## src/rtl/signorm_pkg.sv

```systemverilog
package signorm_pkg;

    typedef enum logic {
        MODE_NARROW = 1'b0,
        MODE_WIDE   = 1'b1
    } width_mode_e;

endpackage

```

## src/rtl/signorm_fold.sv

```systemverilog
// Reduces an operand to the magnitude word that the search scans.
// The sign is folded away by inversion. A narrow magnitude is left
// aligned and padded below with ones so that its count stops at NARROW_W-1.
module signorm_fold
    import signorm_pkg::*;
#(
    parameter int WIDE_W   = 32,
    parameter int NARROW_W = 16
) (
    input  logic [WIDE_W-1:0] operand,
    input  width_mode_e       mode,
    output logic [WIDE_W-1:0] scan_vec,
    output logic              is_zero
);
    localparam int PAD_W = WIDE_W - NARROW_W;

    logic [NARROW_W-1:0] narrow_op;
    logic [NARROW_W-2:0] narrow_mag;
    logic [WIDE_W-2:0]   wide_mag;

    always_comb begin
        narrow_op  = operand[NARROW_W-1:0];
        narrow_mag = narrow_op[NARROW_W-1] ? ~narrow_op[NARROW_W-2:0]
                                           :  narrow_op[NARROW_W-2:0];
        wide_mag   = operand[WIDE_W-1] ? ~operand[WIDE_W-2:0]
                                       :  operand[WIDE_W-2:0];
        if (mode == MODE_WIDE) begin
            scan_vec = {wide_mag, 1'b1};
            is_zero  = (operand == '0);
        end else begin
            scan_vec = {narrow_mag, {(PAD_W + 1){1'b1}}};
            is_zero  = (narrow_op == '0);
        end
    end

endmodule

```

## src/rtl/signorm_search.sv

```systemverilog
// Halving search for leading zeros. Each stage tests the upper half of
// the remaining window, records one result bit and shifts the window
// when that half is empty. The caller keeps bit 0 set, so the count stays
// below W.
module signorm_search #(
    parameter int W = 32
) (
    input  logic [W-1:0]         vec,
    output logic [$clog2(W)-1:0] count
);
    localparam int STAGES = $clog2(W);

    logic [W-1:0] window [STAGES+1];

    assign window[0] = vec;

    for (genvar s = 0; s < STAGES; s++) begin : g_stage
        localparam int HALF = W >> (s + 1);
        logic upper_empty;
        assign upper_empty     = (window[s][W-1 -: HALF] == '0);
        assign count[STAGES-1-s] = upper_empty;
        assign window[s+1]     = upper_empty ? (window[s] << HALF) : window[s];
    end

endmodule

```

## src/rtl/sign_norm_unit.sv

```systemverilog
module sign_norm_unit
    import signorm_pkg::*;
#(
    parameter int WIDE_W   = 32,
    parameter int NARROW_W = 16
) (
    input  logic                       clk,
    input  logic                       rst,
    input  logic                       op_valid,
    input  logic                       wide_sel,
    input  logic [WIDE_W-1:0]          op_data,
    output logic                       res_valid,
    output logic [$clog2(WIDE_W)-1:0]  norm_shift
);
    localparam int CNT_W = $clog2(WIDE_W);

    typedef struct packed {
        logic              valid;
        logic              wide;
        logic [WIDE_W-1:0] operand;
    } cap_t;

    typedef struct packed {
        logic             valid;
        logic [CNT_W-1:0] amt;
    } res_t;

    typedef struct packed {
        cap_t cap;
        res_t res;
    } state_t;

    state_t state_d, state_q;

    logic [WIDE_W-1:0] scan_vec;
    logic              op_is_zero;
    logic [CNT_W-1:0]  search_cnt;

    signorm_fold #(
        .WIDE_W   (WIDE_W),
        .NARROW_W (NARROW_W)
    ) u_fold (
        .operand  (state_q.cap.operand),
        .mode     (width_mode_e'(state_q.cap.wide)),
        .scan_vec (scan_vec),
        .is_zero  (op_is_zero)
    );

    signorm_search #(
        .W (WIDE_W)
    ) u_search (
        .vec   (scan_vec),
        .count (search_cnt)
    );

    always_comb begin
        state_d           = state_q;
        state_d.cap.valid = op_valid;
        if (op_valid) begin
            state_d.cap.wide    = wide_sel;
            state_d.cap.operand = op_data;
        end
        state_d.res.valid = state_q.cap.valid;
        if (state_q.cap.valid) begin
            state_d.res.amt = op_is_zero ? '0 : search_cnt;
        end
    end

    always_ff @(posedge clk) begin
        if (rst) begin
            state_q <= '0;
        end else begin
            state_q <= state_d;
        end
    end

    assign res_valid  = state_q.res.valid;
    assign norm_shift = state_q.res.amt;

endmodule

```

## config.mk

```make
export PLATFORM = sky130hd
export DESIGN_NAME = sign_norm_unit
export DESIGN_NICKNAME = d
export VERILOG_FILES = /design/src/rtl/signorm_pkg.sv /design/src/rtl/signorm_fold.sv /design/src/rtl/signorm_search.sv /design/src/rtl/sign_norm_unit.sv
export SDC_FILE = /design/constraint.sdc
export NUM_CORES = 1
export LEC_CHECK = 0
export BUFFER_PORTS_ARGS = -buffer_cell sky130_fd_sc_hd__buf_2
export CORE_MARGIN = 2
export CORE_UTILIZATION = 57
export CTS_CLUSTER_SIZE = 40
export DETAILED_ROUTE_END_ITERATION = 8
export HOLD_SLACK_MARGIN = 0.08
export PLACE_DENSITY = 0.8
export SLEW_MARGIN = 20
export SYNTH_ARGS = -nofsm -noshare
export SYNTH_HDL_FRONTEND = slang
export SYNTH_SLANG_ARGS = --single-unit
export TNS_END_PERCENT = 20
```

## constraint.sdc

```tcl
create_clock -name clk -period 3.5 [get_ports clk]
set_clock_uncertainty 0.05 [all_clocks]
set_input_delay 0.35 -clock clk [delete_from_list [all_inputs] [get_ports clk]]
set_output_delay 0.35 -clock clk [all_outputs]
set_load 0.005 [all_outputs]
```

==> results of run 1 <==
## cell usage in the layout (no fill, tap or decap), types with 6 or more instances in the layout
| cell | n |
|---|---|
| sky130_fd_sc_hd__mux2i_1 | 40 |
| sky130_fd_sc_hd__buf_2 | 41 |
| sky130_fd_sc_hd__xnor2_1 | 11 |
| sky130_fd_sc_hd__o41ai_1 | 6 |
| sky130_fd_sc_hd__nor2_1 | 56 |
| sky130_fd_sc_hd__a21oi_1 | 8 |
| sky130_fd_sc_hd__nand2_1 | 9 |
| sky130_fd_sc_hd__inv_1 | 6 |
| sky130_fd_sc_hd__dfxtp_1 | 40 |
| sky130_fd_sc_hd__buf_4 | 6 |
| sky130_fd_sc_hd__xor2_1 | 16 |
| sky130_fd_sc_hd__nor4_1 | 6 |
| sky130_fd_sc_hd__nor3_1 | 6 |
| sky130_fd_sc_hd__nand3_1 | 9 |
## logic make-up after synthesis
kind of cell	Yosys count	share of synthesized area
xor+xnor	27	0.08923
simple gates	120	0.2356
fa+ha+maj	2	0.009441
compound gates	50	0.1426
flops	40	0.3022
buf+inv	34	0.06987
mux	40	0.1511
## power by group through the flow
stage / registers [uW] / clock network [uW] / logic (uW)
after floorplan: 514 / 0 / 231
after global placement: 531 / 0 / 271
after detailed placement: 533 / 0 / 274
after CTS: 522 / 293 / 275
after global routing: 527 / 309 / 309
final: 523 / 284 / 277
## layout make-up
cell class                      instances  area, sq um
Multi-Input combinational cell        239         1664
Fill cell                             382         1524
Sequential cell                        40        800.8
Timing Repair Buffer                   47        250.2
Clock buffer                            6        72.57
Tap cell                               52        65.06
Inverter                                8        32.53
Clock inverter                          1        5.005
## metal layers
layer,up-vias,routed length (microns),track usage
met1,1071,2738,0.3322
li1,1175,-,-
met4,0,108,0.09224
met3,11,323,0.04167
met2,61,2810,0.3935
met5,-,0,0
## sequential cells by signal, indices dropped and copies added, names as in the netlist
name	cells
state_q	33
norm_shift	5
res_valid	1
state_d	1
## cells in the mapped netlist (4+ instances only)
cell type	count
sky130_fd_sc_hd__nand2b_1	4
sky130_fd_sc_hd__clkbuf_1	12
sky130_fd_sc_hd__nor4_1	6
sky130_fd_sc_hd__o41ai_1	6
sky130_fd_sc_hd__mux2i_1	40
sky130_fd_sc_hd__nor3_1	6
sky130_fd_sc_hd__nor2b_1	4
sky130_fd_sc_hd__nor2_1	56
sky130_fd_sc_hd__nand2_1	9
sky130_fd_sc_hd__xnor2_1	11
sky130_fd_sc_hd__nand3_1	9
sky130_fd_sc_hd__xor2_1	16
sky130_fd_sc_hd__o21ai_0	5
sky130_fd_sc_hd__and3_1	4
sky130_fd_sc_hd__buf_4	8
sky130_fd_sc_hd__inv_1	6
sky130_fd_sc_hd__dfxtp_1	40
sky130_fd_sc_hd__a21oi_1	8
## worst min-delay path: cells and delay by family
kind / cells / cell delay, ps
buffers and inverters: 1 / 70
and+or+nand+nor: 1 / 70
muxes: 1 / 50
## final timing paths
| kind | depth (start not counted) | slack, ps | to |
|---|---|---|---|
| worst max-delay path | 8 | 330 | norm_shift[2] |
| worst min-delay path | 3 | 240 | state_q[34] |
| worst max register to register | 8 | 330 | norm_shift[2] |
| worst min register to register | 1 | 420 | norm_shift[1] |
## per-stage QoR
step	std cells	hold slack [ps]	power (uW)
after global placement	386	400.4	802.0
after CTS	393	237.8	1090
after floorplan	313	393.1	745.4
after detailed placement	386	400.1	806.2
final	393	240.3	1084
after global routing	393	246.5	1146
==> out/results.txt, run 1 <==
Synthesis instantiated 58 different standard cells from the library. Clock latency on the worst-skew pair, taken at its later pin, is 290 ps. The part of the total power dissipated in sequential elements came out at 0.482. The floorplan step defined a core boundary enclosing 0.004414 sq mm.

CTS saw 40 sinks. The synthesized netlist net count is 351. The number of buffers added to fix hold violations after cts came out at 0. The share of post-route cells with drive strength above 1 came out at 0.1877. The synthesized design contains 0 enable-type register cells.

Sorting the synthesized cells by area gives the leading types as sky130_fd_sc_hd__dfxtp_1 (30%), sky130_fd_sc_hd__mux2i_1 (15%), sky130_fd_sc_hd__nor2_1 (7.9%). After synthesis the netlist holds a flip-flop and latch count of 40. For the total global routing track utilization, the log shows 0.2458. The logs give 0.256 for the combinational share of power and 5 for the number of clock buffers inserted by TritonCTS. Routability-driven placement finished with a final weighted congestion of 0.9347. For the deepest clock path buffer count, the log shows 2. Starting density of the core: 0.6003. The minimum clock period is 3174 ps, and the switching power as a share of total power is 0.3145. The largest total area in the synthesized netlist belongs to sky130_fd_sc_hd__dfxtp_1.

Based on the critical path, the design can be clocked at up to 0.3150 GHz. Setup repair after global routing left no endpoint under its margin. The total of endpoints with negative setup slack in the final report is 0, and the antenna cell count is 0. The launch instance of the worst register-to-register path was state_q[37]. The synthesized instance count is 313. The setup TNS was 0 ps.

Class of the most critical hold timing path: primary input to register. Number of buffers and inverters on the critical path: 1. For this design the total switching power over the nets is 340.9 uW. During placement, the flow inserted port buffers numbering 41.

After legalization and detailed placement, the total HPWL measured 4476 microns. Clock tree synthesis selected as its root buffer the cell sky130_fd_sc_hd__clkbuf_8. The tools report the launching element type of the critical path as a register. For the pin with the worst max-slew slack, the measured transition is 949.4 ps.

The count of nets left with antenna violations once routing finished came out at 0. The endpoint required time on the critical path was 3670 ps; the residual overflow from global routing was 0. The tools report the via count of the first global-routing pass as 2136. The floorplan step set the die width to 72.19 microns.

The post-synthesis area per instance was 8.467 sq um; the die extent in y was 72.19 microns. Once routing completed, OpenROAD measured the worst setup slack at 325.8 ps. The routed layout has 2318 vias.

The share of power burned in the clock network is 0.262. The post-place setup slack is 359.8 ps. After routing the design area is 0.002890 sq mm. The maximum vdd drop was 0.0002879 V.

The largest net degree at the start of global routing came out at 41. The sequential fraction of the synthesis area is 0.3022, and the largest incremental delay on the critical path is 670 ps. For the number of gates resized after CTS, the log shows 0. The number of hold violations in the final report is 0, and the post-synthesis async set-or-reset flop share is 0.

The first global-routing pass estimated 10070 microns of wire. The detailed router finished its first iteration with 229 violations. The tool flagged a number of max-cap violations equal to 0. The die covers 0.005211 sq mm.

Number of antenna violations at the first check in global routing: 0. The areal power density over the cells came out at 375.1 mW/mm^2. The fraction of the core area covered by cells at the end of the flow was 0.6548.

The run finished with clean final reports. For this run, the number of Yosys warnings is 0. The wire length per cell was 15.22 microns; the via-per-instance ratio was 5.898.

The slowest library cell on the worst path is sky130_fd_sc_hd__dfxtp_1. For the detailed-router iteration count before antenna repair, the log shows 6. The analysis attributes to cell leakage a power of 0.001290 uW. The signal on the critical path passes through buf_4 -> xor2_1 -> mux2i_1 -> nand4_2 -> o21ai_2 -> o31ai_1 -> or4b_1 -> a21oi_1. Relative slew slack: 0.3670.

The H-tree was split into 2 levels. The final critical-path share of the clock period is 0.9069. STA puts the critical path data arrival time at 3340 ps.

The logs give 0.002813 sq mm for the placed standard-cell area and 5981 microns for the total detailed-routing wirelength. TritonCTS built the clock tree. The cell-internal power came out at 743.1 uW. The mapped netlist covers 0.002650 sq mm. The clock transition time at the flip-flop clock pins of the worst setup and hold paths was 70 ps.

In this run the worst setup path begins at state_q[37]. The worst setup path is captured at a register. Along the worst path, the maximum fanout reaches 16. For the number of rows in the core area, the log shows 24. The logs give 0 for the DRC violations left and 42 for the I/O pin total. The number of max-slew violations in the final report was 0; the post-CTS setup buffer count was 0.

In this design, the largest share of critical-path delay is due to simple AND/OR/NAND/NOR gates. The critical path is of the register to register type. Final-stage net count: 379. The worst min-delay path startpoint is op_data[28]. The most used flip-flop cell after synthesis is sky130_fd_sc_hd__dfxtp_1. The area growth from synthesis to layout works out to 9.065%.

The share of Yosys cell area claimed by the top area cell type works out to 0.3022.
(Power assumes the default switching activity.)
==> inputs of run 2 (changes only) <==
CORE_UTILIZATION = 51   (was 57)
PLACE_DENSITY = 0.76   (was 0.8)
clock period = 2.9 ns   (was 3.5 ns; I/O delays follow)
==> run 2 against run 1 <==
  * Clock power grew 79%
  * Non-clock buffer count rose by 28
  * Critical path depth grew 2
  * Maximum frequency up 12%
  * Cell count grew 12%
  * Clock-buffer cell count rose by 1
==> out/results.txt, run 2 (synthesis gave the netlist of run 1 again) <==
The run finished with clean final reports. In this run the power spent charging and discharging nets is 464.2 uW. The core region is 0.005075 sq mm. The die is 76.09 microns wide. In this run the static leakage power is 0.001461 uW. The count of antenna-violating nets left after detailed routing is 0, and the number of hold violations in the final report is 0. The worst hold path belongs to the class primary input to register. The type of element capturing the critical path is a register. The worst setup path category was register to register. After layout, the minimum clock period comes to 2830 ps.

Clock-pin slew was measured on the worst setup and hold paths at 80 ps. For the worst setup path, the data required time is 3040 ps. Part of the total power dissipated in sequential elements: 0.404. The repair_antennas step left the layout with diodes totalling 0.

The routability-driven placement congestion ratio was 0.9840. TritonCTS built the clock tree. The library cell used most frequently in the layout, excluding fill and tap cells, is sky130_fd_sc_hd__nor2_1. In this run, CTS created clock tree buffers numbering 5.

The switching power as a share of total power was 0.3005; the number of max-slew violations in the final report was 0. After detailed routing, the number of vias per cell comes to 5.605. The worst register-to-register path has a depth of 10. Summing over every cut layer, the via total after detailed routing is 2466.

The area growth from synthesis to layout is 21.20%. The logs give 49.69 ps for the post-place setup slack and 0 for the residual overflow from global routing. The data arrival time of the critical path was 2970 ps. Total detailed-routing wirelength: 6999 microns. The tools report the total global routing track utilization as 0.2509. The net count of the finished layout is 407.

Static timing analysis puts the maximum clock frequency at 0.3534 GHz. The deepest clock path buffer count is 2. The run gives 70.25 ps as the setup slack of the critical path after layout. The register with the most flip-flops was state_q. The starting density of the core is 0.5222.

Once placement completed, the tool counted placed cells totaling 432. The I/O pin total was 42. For this design the ratio of total power to cell area is 480.9 mW/mm^2. After detailed routing, the average wire length per cell comes to 15.91 microns.

The share of post-route cells with drive strength above 1 is 0.2649. The max-capacitance violation count came out at 0. Detailed-router iteration count before antenna repair: 4.

The library cells used most frequently in the layout, excluding fill and tap cells, are sky130_fd_sc_hd__nor2_1 (56), sky130_fd_sc_hd__buf_2 (41), sky130_fd_sc_hd__mux2i_1 (40). At the pin with the least slew margin, the transition time is 960.3 ps. For the fraction of the core area covered by cells at the end of the flow, the log shows 0.6329.

The logs give 1080 uW for the cell-internal power and 166.4 ps for the worst slack on hold paths. The register with the most flip-flops in the layout has 33 of them. The relative slew slack is 0.3598. The first-pass GRT wire length came out at 11800 microns. The number of input and output port buffers inserted works out to 41.

Share of power burned in the clock network: 0.328. The tools report the number of rows in the core area as 26. The worst setup path is launched from a register. The via count of the first global-routing pass was 2466; the die area was 0.005789 sq mm. Detailed placement finished with a half-perimeter wire length of 5344 microns. The final critical-path share of the clock period is 0.9758, and the maximum vdd drop is 0.0002433 V. The number of cells on the worst hold path was 3.

The logs give 0 for the number of buffers added to fix hold violations after cts and 0 for the DRC violations left. CTS saw 40 sinks. The largest net degree at the start of global routing is 41. The tools report the combinational share of power as 0.268. The run gives 0 as the total of endpoints with negative setup slack in the final report. The number of H-tree branching levels is 2, and the number of antenna violations at the first check in global routing is 0. Clock latency on the worst-skew pair, taken at its later pin, is 300 ps. Buffers added to address setup during post-CTS repair amount to 0.

Setup repair after global routing could not meet its margin everywhere. Die extent in y: 76.09 microns. The largest fanout on the critical path came out at 6. The root buffer cell chosen for the clock tree is sky130_fd_sc_hd__clkbuf_8.

In this run, the number of DRC markers left after iteration 0 of detailed routing was 256. The tools report the final non-filler cell total as 440.
-- run 2: cell types whose count changed in the layout (fill, tap and decap cells not counted), moves of 2 or more --
| cell | before | now |
|---|---|---|
| sky130_fd_sc_hd__dfxtp_2 | 0 | 2 |
| sky130_fd_sc_hd__dfxtp_1 | 40 | 38 |
| sky130_fd_sc_hd__buf_4 | 6 | 33 |
| sky130_fd_sc_hd__clkbuf_8 | 5 | 7 |
-- run 2: path summary, 6_finish.rpt --
| path | slack (ps) | end | startpoint |
|---|---|---|---|
| worst max register to register | 70 | norm_shift[1] | state_q[37] |
| worst max-delay path | 70 | norm_shift[1] | state_q[37] |
| worst min-delay path | 170 | state_q[20] | op_data[14] |
| worst min register to register | 420 | norm_shift[3] | norm_shift[3] |
-- run 2: through the flow --
step	area [sq um]	power (uW)	setup TNS, ps
after floorplan	2650	899.6	0
after global placement	3058	1029	0
after detailed placement	3058	1035	0
after CTS	3184	1538	0
after global routing	3212	1615	-23.28
final	3212	1545	0
-- run 2: power groups by stage --
stage	logic, uW	registers, uW	clock network (uW)
global placement	395	634	0
CTS	402	622	514
detailed placement	400	635	0
floorplan	279	620	0
global route	453	628	534
finish	414	624	507
-- run 2: what timing repair did --
item | in CTS | in global routing
resized for setup | 0 | 6
hold endpoints to repair | 0 | 0
setup endpoints to repair | 0 | 3
-- run 2: area by class of cell --
class / count / area, sq um
clock buffers: 7 / 96.34
clock inverters: 1 / 30.03
fillers: 456 / 1863
inverters: 8 / 32.53
multi-input cells: 239 / 1689
flip-flops and latches: 40 / 803.3
well taps: 70 / 87.58
repair buffers: 75 / 473.0
-- run 2: critical path: stages (launching register included) --
cell	delay (ps)
sky130_fd_sc_hd__dfxtp_2	350
sky130_fd_sc_hd__buf_12	130
sky130_fd_sc_hd__xnor2_1	140
sky130_fd_sc_hd__mux2i_1	120
sky130_fd_sc_hd__or4b_4	620
sky130_fd_sc_hd__buf_4	200
sky130_fd_sc_hd__o41ai_1	400
sky130_fd_sc_hd__nor3_1	90
sky130_fd_sc_hd__o221ai_1	250
sky130_fd_sc_hd__nand2_1	110
sky130_fd_sc_hd__a32o_1	260
-- run 2: per-layer routing --
metal	wire, microns	GRT usage
met5	0	0
met4	253	0.09636
met3	424	0.04265
met2	3236	0.4259
met1	3085	0.3193
